`src/rtl/mode_reg_pkg.sv`:
```
package mode_reg_pkg;

    typedef enum logic [1:0] {
        AREA_FULL    = 2'd0,
        AREA_HALF    = 2'd1,
        AREA_QUARTER = 2'd2
    } area_e;

    typedef enum logic [1:0] {
        DRV_FULL    = 2'd0,
        DRV_HALF    = 2'd1,
        DRV_QUARTER = 2'd2,
        DRV_EIGHTH  = 2'd3
    } drive_e;

    typedef struct packed {
        logic [4:0] burst_len;
        logic       interleave;
        logic [1:0] latency;
    } base_cfg_t;

    typedef struct packed {
        area_e  area;
        drive_e drive;
    } ext_cfg_t;

    localparam ext_cfg_t EXT_DEFAULT = '{area: AREA_FULL, drive: DRV_HALF};

    // Burst length in beats; zero marks a reserved code.
    function automatic logic [4:0] burst_from_code(input logic [2:0] code);
        logic [4:0] beats;
        case (code)
            3'b001:  beats = 5'd2;
            3'b010:  beats = 5'd4;
            3'b011:  beats = 5'd8;
            3'b100:  beats = 5'd16;
            default: beats = 5'd0;
        endcase
        return beats;
    endfunction

    // Read latency in cycles; zero marks a reserved code.
    function automatic logic [1:0] latency_from_code(input logic [2:0] code);
        logic [1:0] lat;
        case (code)
            3'b010:  lat = 2'd2;
            3'b011:  lat = 2'd3;
            default: lat = 2'd0;
        endcase
        return lat;
    endfunction

endpackage

```
`src/rtl/mr_cmd_decode.sv`:
```
module mr_cmd_decode (
    input  logic       cmd_sel_n,
    input  logic       cmd_row_n,
    input  logic       cmd_col_n,
    input  logic       cmd_wr_n,
    input  logic [1:0] bank_sel,
    input  logic       banks_idle,
    input  logic       busy,
    output logic       is_write,
    output logic       blocked,
    output logic       to_base,
    output logic       to_ext,
    output logic       to_undef
);
    logic open_path;

    always_comb begin
        is_write  = ~cmd_sel_n & ~cmd_row_n & ~cmd_col_n & ~cmd_wr_n;
        blocked   = is_write & (~banks_idle | busy);
        open_path = is_write & ~blocked;
        to_base   = open_path & (bank_sel == 2'b00);
        to_ext    = open_path & (bank_sel == 2'b10);
        to_undef  = open_path & bank_sel[0];
    end
endmodule

```
`src/rtl/mr_field_check.sv`:
```
module mr_field_check
    import mode_reg_pkg::*;
#(
    parameter int ADDR_W = 13
) (
    input  logic [ADDR_W-1:0] op_code,
    output base_cfg_t         base_cfg,
    output logic              base_ok,
    output ext_cfg_t          ext_cfg,
    output logic              ext_ok
);
    localparam int PAD_W = ADDR_W - 7;
    localparam logic [ADDR_W-1:0] BASE_USED = {{PAD_W{1'b0}}, 7'b111_1111};
    localparam logic [ADDR_W-1:0] EXT_USED  = {{PAD_W{1'b0}}, 7'b110_0111};

    logic stray_base;
    logic stray_ext;
    logic area_legal;

    always_comb begin
        base_cfg.burst_len  = burst_from_code(op_code[2:0]);
        base_cfg.interleave = op_code[3];
        base_cfg.latency    = latency_from_code(op_code[6:4]);
        stray_base          = |(op_code & ~BASE_USED);
        base_ok             = (base_cfg.burst_len != 5'd0) &&
                              (base_cfg.latency != 2'd0) && !stray_base;

        ext_cfg.area  = area_e'(op_code[1:0]);
        ext_cfg.drive = drive_e'(op_code[6:5]);
        area_legal    = (op_code[2:0] <= 3'd2);
        stray_ext     = |(op_code & ~EXT_USED);
        ext_ok        = area_legal && !stray_ext;
    end
endmodule

```
`src/rtl/mr_busy_timer.sv`:
```
module mr_busy_timer #(
    parameter int CYCLES = 2
) (
    input  logic clk,
    input  logic rst,
    input  logic start,
    output logic busy
);
    localparam int CNT_W = $clog2(CYCLES + 1);
    localparam logic [CNT_W-1:0] LOAD = CNT_W'(CYCLES);

    logic [CNT_W-1:0] remain_q;

    always_ff @(posedge clk) begin
        if (rst) begin
            remain_q <= '0;
        end else if (start) begin
            remain_q <= LOAD;
        end else if (remain_q != '0) begin
            remain_q <= remain_q - 1'b1;
        end
    end

    assign busy = (remain_q != '0);
endmodule

```
`src/rtl/mode_reg_unit.sv`:
```
module mode_reg_unit
    import mode_reg_pkg::*;
#(
    parameter int ADDR_W          = 13,
    parameter int MODE_SET_CYCLES = 2
) (
    input  logic              clk,
    input  logic              rst,
    input  logic              cmd_sel_n,
    input  logic              cmd_row_n,
    input  logic              cmd_col_n,
    input  logic              cmd_wr_n,
    input  logic [1:0]        bank_sel,
    input  logic [ADDR_W-1:0] op_code,
    input  logic              banks_idle,
    output logic [4:0]        burst_len,
    output logic              burst_interleave,
    output logic [1:0]        read_latency,
    output logic [1:0]        refresh_area,
    output logic [1:0]        drive_strength,
    output logic              base_valid,
    output logic              busy,
    output logic              code_err,
    output logic              state_err
);
    logic      is_write, blocked, to_base, to_ext, to_undef;
    logic      base_ok, ext_ok, take_base, take_ext, accept, refuse_code;
    base_cfg_t base_new, base_q;
    ext_cfg_t  ext_new, ext_q;
    logic      valid_q, code_err_q, state_err_q;

    mr_cmd_decode u_decode (
        .cmd_sel_n (cmd_sel_n),
        .cmd_row_n (cmd_row_n),
        .cmd_col_n (cmd_col_n),
        .cmd_wr_n  (cmd_wr_n),
        .bank_sel  (bank_sel),
        .banks_idle(banks_idle),
        .busy      (busy),
        .is_write  (is_write),
        .blocked   (blocked),
        .to_base   (to_base),
        .to_ext    (to_ext),
        .to_undef  (to_undef)
    );

    mr_field_check #(.ADDR_W(ADDR_W)) u_fields (
        .op_code (op_code),
        .base_cfg(base_new),
        .base_ok (base_ok),
        .ext_cfg (ext_new),
        .ext_ok  (ext_ok)
    );

    mr_busy_timer #(.CYCLES(MODE_SET_CYCLES)) u_timer (
        .clk  (clk),
        .rst  (rst),
        .start(accept),
        .busy (busy)
    );

    always_comb begin
        take_base   = to_base & base_ok;
        take_ext    = to_ext & ext_ok;
        accept      = take_base | take_ext;
        refuse_code = to_undef | (to_base & ~base_ok) | (to_ext & ~ext_ok);
    end

    always_ff @(posedge clk) begin
        if (rst) begin
            base_q      <= '0;
            ext_q       <= EXT_DEFAULT;
            valid_q     <= 1'b0;
            code_err_q  <= 1'b0;
            state_err_q <= 1'b0;
        end else begin
            code_err_q  <= refuse_code;
            state_err_q <= blocked;
            if (take_base) begin
                base_q  <= base_new;
                ext_q   <= EXT_DEFAULT;
                valid_q <= 1'b1;
            end else if (take_ext) begin
                ext_q <= ext_new;
            end
        end
    end

    assign burst_len        = base_q.burst_len;
    assign burst_interleave = base_q.interleave;
    assign read_latency     = base_q.latency;
    assign refresh_area     = ext_q.area;
    assign drive_strength   = ext_q.drive;
    assign base_valid       = valid_q;
    assign code_err         = code_err_q;
    assign state_err        = state_err_q;

    assert_accept_busy_R7: assert property (@(posedge clk) disable iff (rst)
        accept |=> busy);

    assert_busy_blocks_R8: assert property (@(posedge clk) disable iff (rst)
        busy |-> !accept);

    assert_blocked_flag_R8: assert property (@(posedge clk) disable iff (rst)
        (is_write && (busy || !banks_idle)) |=> (state_err && !code_err));

    assert_reject_stable_R4: assert property (@(posedge clk) disable iff (rst)
        (code_err || state_err) |-> ($stable(base_q) && $stable(ext_q)));

    assert_ext_default_R5: assert property (@(posedge clk) disable iff (rst)
        take_base |=> (ext_q == EXT_DEFAULT));

    assert_valid_sticky_R6: assert property (@(posedge clk) disable iff (rst)
        base_valid |=> base_valid);

    assert_fields_legal_R2: assert property (@(posedge clk) disable iff (rst)
        base_valid |-> ($countones(burst_len) == 1 && burst_len >= 5'd2 &&
                        read_latency >= 2'd2));

    assert_err_exclusive_R9: assert property (@(posedge clk) disable iff (rst)
        !(code_err && state_err));

    assert_err_cause_R9: assert property (@(posedge clk) disable iff (rst)
        (code_err || state_err) |-> $past(is_write));
endmodule

```
`config.mk`:
```
export PLATFORM = sky130hd
export DESIGN_NAME = mode_reg_unit
export DESIGN_NICKNAME = d
export VERILOG_FILES = /design/src/rtl/mode_reg_pkg.sv /design/src/rtl/mr_cmd_decode.sv /design/src/rtl/mr_field_check.sv /design/src/rtl/mr_busy_timer.sv /design/src/rtl/mode_reg_unit.sv
export SDC_FILE = /design/constraint.sdc
export NUM_CORES = 1
export LEC_CHECK = 0
export CAP_MARGIN = 20
export CORE_AREA = 2 2 65 67
export DETAILED_ROUTE_END_ITERATION = 7
export DIE_AREA = 0 0 67 69
export DONT_BUFFER_PORTS = 1
export PLACE_DENSITY_LB_ADDON = 0.2
export SYNTH_ARGS = -nofsm -noshare
export SYNTH_HDL_FRONTEND = slang
export SYNTH_HIERARCHICAL = 1
export SYNTH_SLANG_ARGS = --single-unit
```
`constraint.sdc`:
```
create_clock -name clk -period 1.8 [get_ports clk]
set_input_delay 0.36 -clock clk [delete_from_list [all_inputs] [get_ports clk]]
set_output_delay 0.36 -clock clk [all_outputs]
set_load 0.03 [all_outputs]
```
After elaboration in Yosys (flattened, before gate mapping)
Cells that the tools add are included.
- equality and inequality tests: 7
- reduce and logical (&&, ||, !) cells: 14
- bitwise operators: 24
- add/subtract/negate cells: 1
- order comparisons: 1
- multiplexer cells: 4
- operator list (cell ; count):
    5-bit case mux with 4 select lines ; 1
    1-bit bitwise AND ; 12
    3-bit by 2-bit == test with 1-bit output, second input constant ; 4
    1-bit NOT ; 8
    8-bit OR reduction ; 1
    2-bit nonzero test ; 3
    6-bit OR reduction ; 1
    5-bit nonzero test ; 1
    2-bit two-way mux ; 2
    1-bit OR ; 4
    2-bit case mux with 2 select lines ; 1
    2-bit OR reduction ; 2
    3-bit by 1-bit == test with 1-bit output, second input constant ; 1
    3-bit == test, second input constant ; 1
    3-bit by 2-bit <= comparator with 1-bit output, second input constant ; 1
    1-bit logical AND ; 3
    2-bit == test, second input constant ; 1
    1-bit zero test ; 2
    2-bit zero test ; 1
    2-bit by 1-bit subtractor with 2-bit output, second input constant ; 1
- input port bits: 22
- word-level logic and storage cells: 61
- output and inout port bits: 16
- register bits after elaboration: 17

Longest topological paths before layout
- depth after elaboration: 11
- mapped depth: 8
- depth with buffers taken out: 6

Modules after synthesis
Netlist, hierarchy kept.
- modules (own cells, without submodules) (module ; sequential area each (um^2) ; cells an instance ; area each (um^2) ; times used):
    mode_reg_unit ; 300.3 ; 66 ; 650.6 ; 1
    mr_field_check ; 0.0 ; 19 ; 151.4 ; 1
    mr_busy_timer ; 40.0 ; 6 ; 70.1 ; 1
    mr_cmd_decode ; 0.0 ; 8 ; 65.1 ; 1

Worst setup path after synthesis
No wires, ideal clock.
- path type: input port to flip-flop
- start: input port cmd_row_n
- end: register u_timer.remain_q[1]
- setup slack: -0.033 ns
- stages: 7
- data required time: 1.736 ns
- buffers on the path: 2
- arrival: 1.769 ns
- library setup time: 0.064 ns
- cell sequence: or4_4 nor4_2 clkbuf_8 buf_6 a22o_2 a21oi_1 nor2_1
- word-level cells in the longest chain between the ends: 11
- elaborated cells on any way between the ends: 14
- those cells by class: 1 x mux; 12 x bitwise; 1 x reduce/logical
- RTL lines (item ; RTL line ; text):
    from (decl) ; mode_reg_unit.sv:10 ; input logic cmd_row_n,
    1-bit NOT * ; mr_cmd_decode.sv:18 ; is_write = ~cmd_sel_n & ~cmd_row_n & ~cmd_col_n & ~cmd_wr_n;
    1-bit bitwise AND * (3 in a row) ; mr_cmd_decode.sv:18 ;
    1-bit bitwise AND ; mr_cmd_decode.sv:19 ; blocked = is_write & (~banks_idle | busy);
    1-bit NOT ; mr_cmd_decode.sv:20 ; open_path = is_write & ~blocked;
    1-bit bitwise AND * ; mr_cmd_decode.sv:20 ;
    1-bit bitwise AND * ; mr_cmd_decode.sv:21 ; to_base = open_path & (bank_sel == 2'b00);
    via to_base ; mode_reg_unit.sv:26 ; logic is_write, blocked, to_base, to_ext, to_undef;
    1-bit bitwise AND * ; mode_reg_unit.sv:63 ; take_base = to_base & base_ok;
    1-bit OR * ; mode_reg_unit.sv:65 ; accept = take_base | take_ext;
    via accept ; mode_reg_unit.sv:27 ; logic base_ok, ext_ok, take_base, take_ext, accept, refuse_code;
    2-bit two-way mux or 2-bit nonzero test (tied branches) ; n/a ;
    to (signal assigned) ; mr_busy_timer.sv:20 ; remain_q <= remain_q - 1'b1;
    to (decl) ; mr_busy_timer.sv:12 ; logic [CNT_W-1:0] remain_q;
Mark *: on every way through the listed nets, which the timed path passes. The rest lies on a longest branch.
A chain may end at the register's enable or synchronous reset.

Final worst setup path
- start: register u_timer.remain_q[1]
- end: register ext_q (netlist bit drive_strength[0])
- elaborated cells on any way between the ends: 10
- those cells by class: 8 x bitwise; 2 x reduce/logical
- RTL lines (item ; RTL line ; text):
    2-bit nonzero test ; mr_busy_timer.sv:24 ; assign busy = (remain_q != '0);
    1-bit OR ; mr_cmd_decode.sv:19 ;
    1-bit bitwise AND ; mr_cmd_decode.sv:19 ;
    1-bit NOT ; mr_cmd_decode.sv:20 ;
    1-bit bitwise AND ; mr_cmd_decode.sv:20 ;
    1-bit bitwise AND ; mr_cmd_decode.sv:22 ; to_ext = open_path & (bank_sel == 2'b10);
    via to_ext ; mode_reg_unit.sv:26 ;
    1-bit bitwise AND ; mode_reg_unit.sv:64 ; take_ext = to_ext & ext_ok;
    to (signal assigned) ; mode_reg_unit.sv:84 ; ext_q <= ext_new;
    to (decl) ; mode_reg_unit.sv:29 ; ext_cfg_t ext_new, ext_q;
The timed path passes the listed nets, and every way through them passes these cells.

==> impl_results.md <==
- Max-slew violation count: 0
- Routed vias/inst: 4.68
- CTS tree: done
- Clock power frac: ~42%
- Ports: 38
- Critical path data arrival time: 1.77 ns
- Maximum capacitance violations: 0
- Initial antenna violation count: 0
- # diodes: 0
- Gr usage total: 9.78%
- RePlAce Congestion: 0.778
- Switching Fraction: 21.5%
- Core Util, Final: 25.9%
- Worst Path Required: between 1.5 and 2 ns
- Starting Density: 23.9%
- Area grow syn2layout: 8.01%
- Mapped Avg Cell Area: 9.47 um2
- Crit-path slowest cell: dfxtp_1
- # H-tree levels: 1
- Max Root-Sink Buffers: 2
- #FFs+latches synth: 17
- Starting DRT DRC Count: 28
- Vias in the first global route: 722
- Critical Path End Type: register
- Final WS setup: 0.179 ns
- Crit Path Category: reg2reg
- Postcts setup bufs: 0
- Drc violations: 0
- Skew final: 0.00713 ns
- Final setup violation count: 0
- Vias: 693
- Std-Cell Rows: 23
- Internal Power: 0.542 mW
- Register Area: 340 um2
- Skew-Pair Late Insertion Delay: 0.26 ns
- Die X-Extent: 67 um
- Worst Reg-to-Reg Cells: 6
- CP Max Fanout: 6
- Net Count, Synth: 121
- Status: finished, final reports clean
- Die H: 69 um
- YS warnings: 6
- PostCTS Resize Cnt: 0
- DP Worst Slack: -0.0469 ns
- P_leak: around 0.38 nW
- Worst Hold Depth: 1
- Min Tclk post-route: 1.62 ns
- Root buf cell: clkbuf_8
- Power share of the combinational group: 3.3%
- CTS sink cnt: 17
- DIE AREA: around 4600 um2
- Nets@finish: 121
- WL final: a little over 2000 um
- Final ANT Viol Nets: 0
- Mapped Cells: between 90 and 100
- Initial DRT Pass Iterations: 4
- PwrDens: 683 nW/um2
- Switch Pwr: 0.149 mW
- Hold Path Class: in2reg
- First-pass GRT wire length: 3480 um
- Grt ovf: 0
- Unrepaired setup endpoints after global routing: false
- Final Hold Viols: 0
- Sequential fraction of design power: 54.7%
- Final clock period utilization by the worst path: 90.1%
- WL/cell: approximately 14 um
- CTS buffer count: 3
- Core area: 3910 um2
- Worst-path clk slew: 0.07 ns
- Post-synth design cell area: approximately 940 um2
- Max rail drop VDD: roughly 0.19 mV
- Multi-input logic area: 495 um2
- Largest net degree at the start of global routing: 18
- Sequential share of the synthesized area: 36.3%
- Crit path cell chain: or2_1 -> nand2b_1 -> nor4b_2 -> buf_4 -> a21boi_0 -> a311o_1
- CP Launch Type: register
- Fraction of layout cells with a size suffix above 1: 31.6%
- Post-CTS Hold Buffers: 0
- Post-synth cell types: 32
- Filler cell count in the final layout: 458
- Fmax: 0.617 GHz
- Crit-path max cell delay: 0.31 ns
- # port buffers: 0
[cells in the mapped netlist (all sizes together)]
cell     number  area, um2
nor2          4       15.0
a311o         1       10.0
inv           2       7.51
dfxtp        17        340
and3          2       12.5
and3b         1       10.0
nor2b         3       18.8
o2111a        1       11.3
a2111oi       1       15.0
nor4b         2       30.0
a22o          1       10.0
a21o          1       7.51
buf          11       85.1
nand3        11       55.1
o21ba         1       10.0
nor3b         3       27.5
and2          1       6.26
nand2b        3       18.8
nor4          2       18.8
clkbuf        2       17.5
or2           1       6.26
or4           1       11.3
a21boi        1       7.51
a21bo        11        110
a31oi         1       6.26
a21oi        13       65.1
conb          1       3.75
[cell type report]
type | count | share of cell area, %
clock buffers | 3 | 4.08
multi-input cells | 67 | 48.9
inverters | 2 | 0.742
well taps | 50 | 6.18
repair buffers | 8 | 5.93
flip-flops and latches | 17 | 33.6
clock inverters | 1 | 0.494
[cell families after synthesis]
kind of cell           share of synthesized area (%)
flip-flops                                      36.3
AO/OA/AOI/OAI                                   27.0
buffers and inverters                           11.7
other                                          0.400
AND/OR/NAND/NOR                                 24.6
[final timing paths]
path | from | end | slack [ns]
hold / removal | rst | burst_len[4] | 0.16
hold reg to reg | u_timer/remain_q[0] | u_timer/remain_q[0] | 0.45
setup reg to reg | u_timer/remain_q[1] | drive_strength[0] | 0.18
setup / recovery | u_timer/remain_q[1] | drive_strength[0] | 0.18
[power by group through the flow]
| stage | logic [mW] | registers (mW) | clock network [mW] |
|---|---|---|---|
| floorplan | 0.0316 | 0.386 | 0 |
| global placement | 0.0223 | 0.386 | 0 |
| detailed placement | 0.0225 | 0.386 | 0 |
| CTS | 0.0227 | 0.377 | 0.310 |
| global route | 0.0251 | 0.377 | 0.323 |
| finish | 0.0226 | 0.378 | 0.291 |
[worst max-delay path, delay by kind of cell (launching register included)]
family | cells | cell delay [ns]
buffers and inverters | 1 | 0.18
flip-flops | 1 | 0.31
AO/OA/AOI/OAI | 2 | 0.35
AND/OR/NAND/NOR | 3 | 0.68
[metrics by stage]
step | instances | TNS [ns] | area, um2 | hold WS (ns) | power, mW
6_report | 148 | 0 | 1010 | 0.164 | 0.691
4_1_cts | 148 | 0 | 1010 | 0.152 | 0.710
3_3_place_gp | 144 | -0.0249 | 966 | 0.433 | 0.409
2_1_floorplan | 99 | 0 | 948 | 0.426 | 0.418
5_1_grt | 148 | 0 | 1010 | 0.151 | 0.726
3_5_place_dp | 144 | -0.0469 | 966 | 0.434 | 0.409
[registers in the layout, indices dropped and copies added, names as in the netlist]
register / flops
base_valid: 1
burst_interleave: 1
burst_len: 5
code_err: 1
drive_strength: 2
read_latency: 2
refresh_area: 2
state_err: 1
u_timer/remain_q: 2
[layout by cell type, fill, tap and decap left out]
master      n
nor2_1      4
and2_1      1
dfxtp_1    17
nor2b_1     3
conb_1      1
nor3b_2     1
and3b_2     1
clkbuf_8    3
or2_1       1
o21ba_1     1
nor3b_1     2
nand3_1    11
a21boi_0    1
nor4b_2     2
a21bo_2    11
nand2b_1    3
a2111oi_2   1
nor4_4      1
nor4_1      1
a311o_1     1
clkinv_2    1
a31oi_1     1
buf_4       8
o2111a_1    1
and3_1      2
a21o_1      1
or4_4       1
inv_1       2
a22o_2      1
a21oi_1    13
[layer usage]
layer	GRT usage [%]	wire length (um)	up-vias
met1	10.6	833	322
li1	-	-	345
met4	6.58	68	0
met3	4.24	184	7
met5	0	0	-
met2	15.1	964	19
Note: power is estimated with default switching activity, not from simulation.
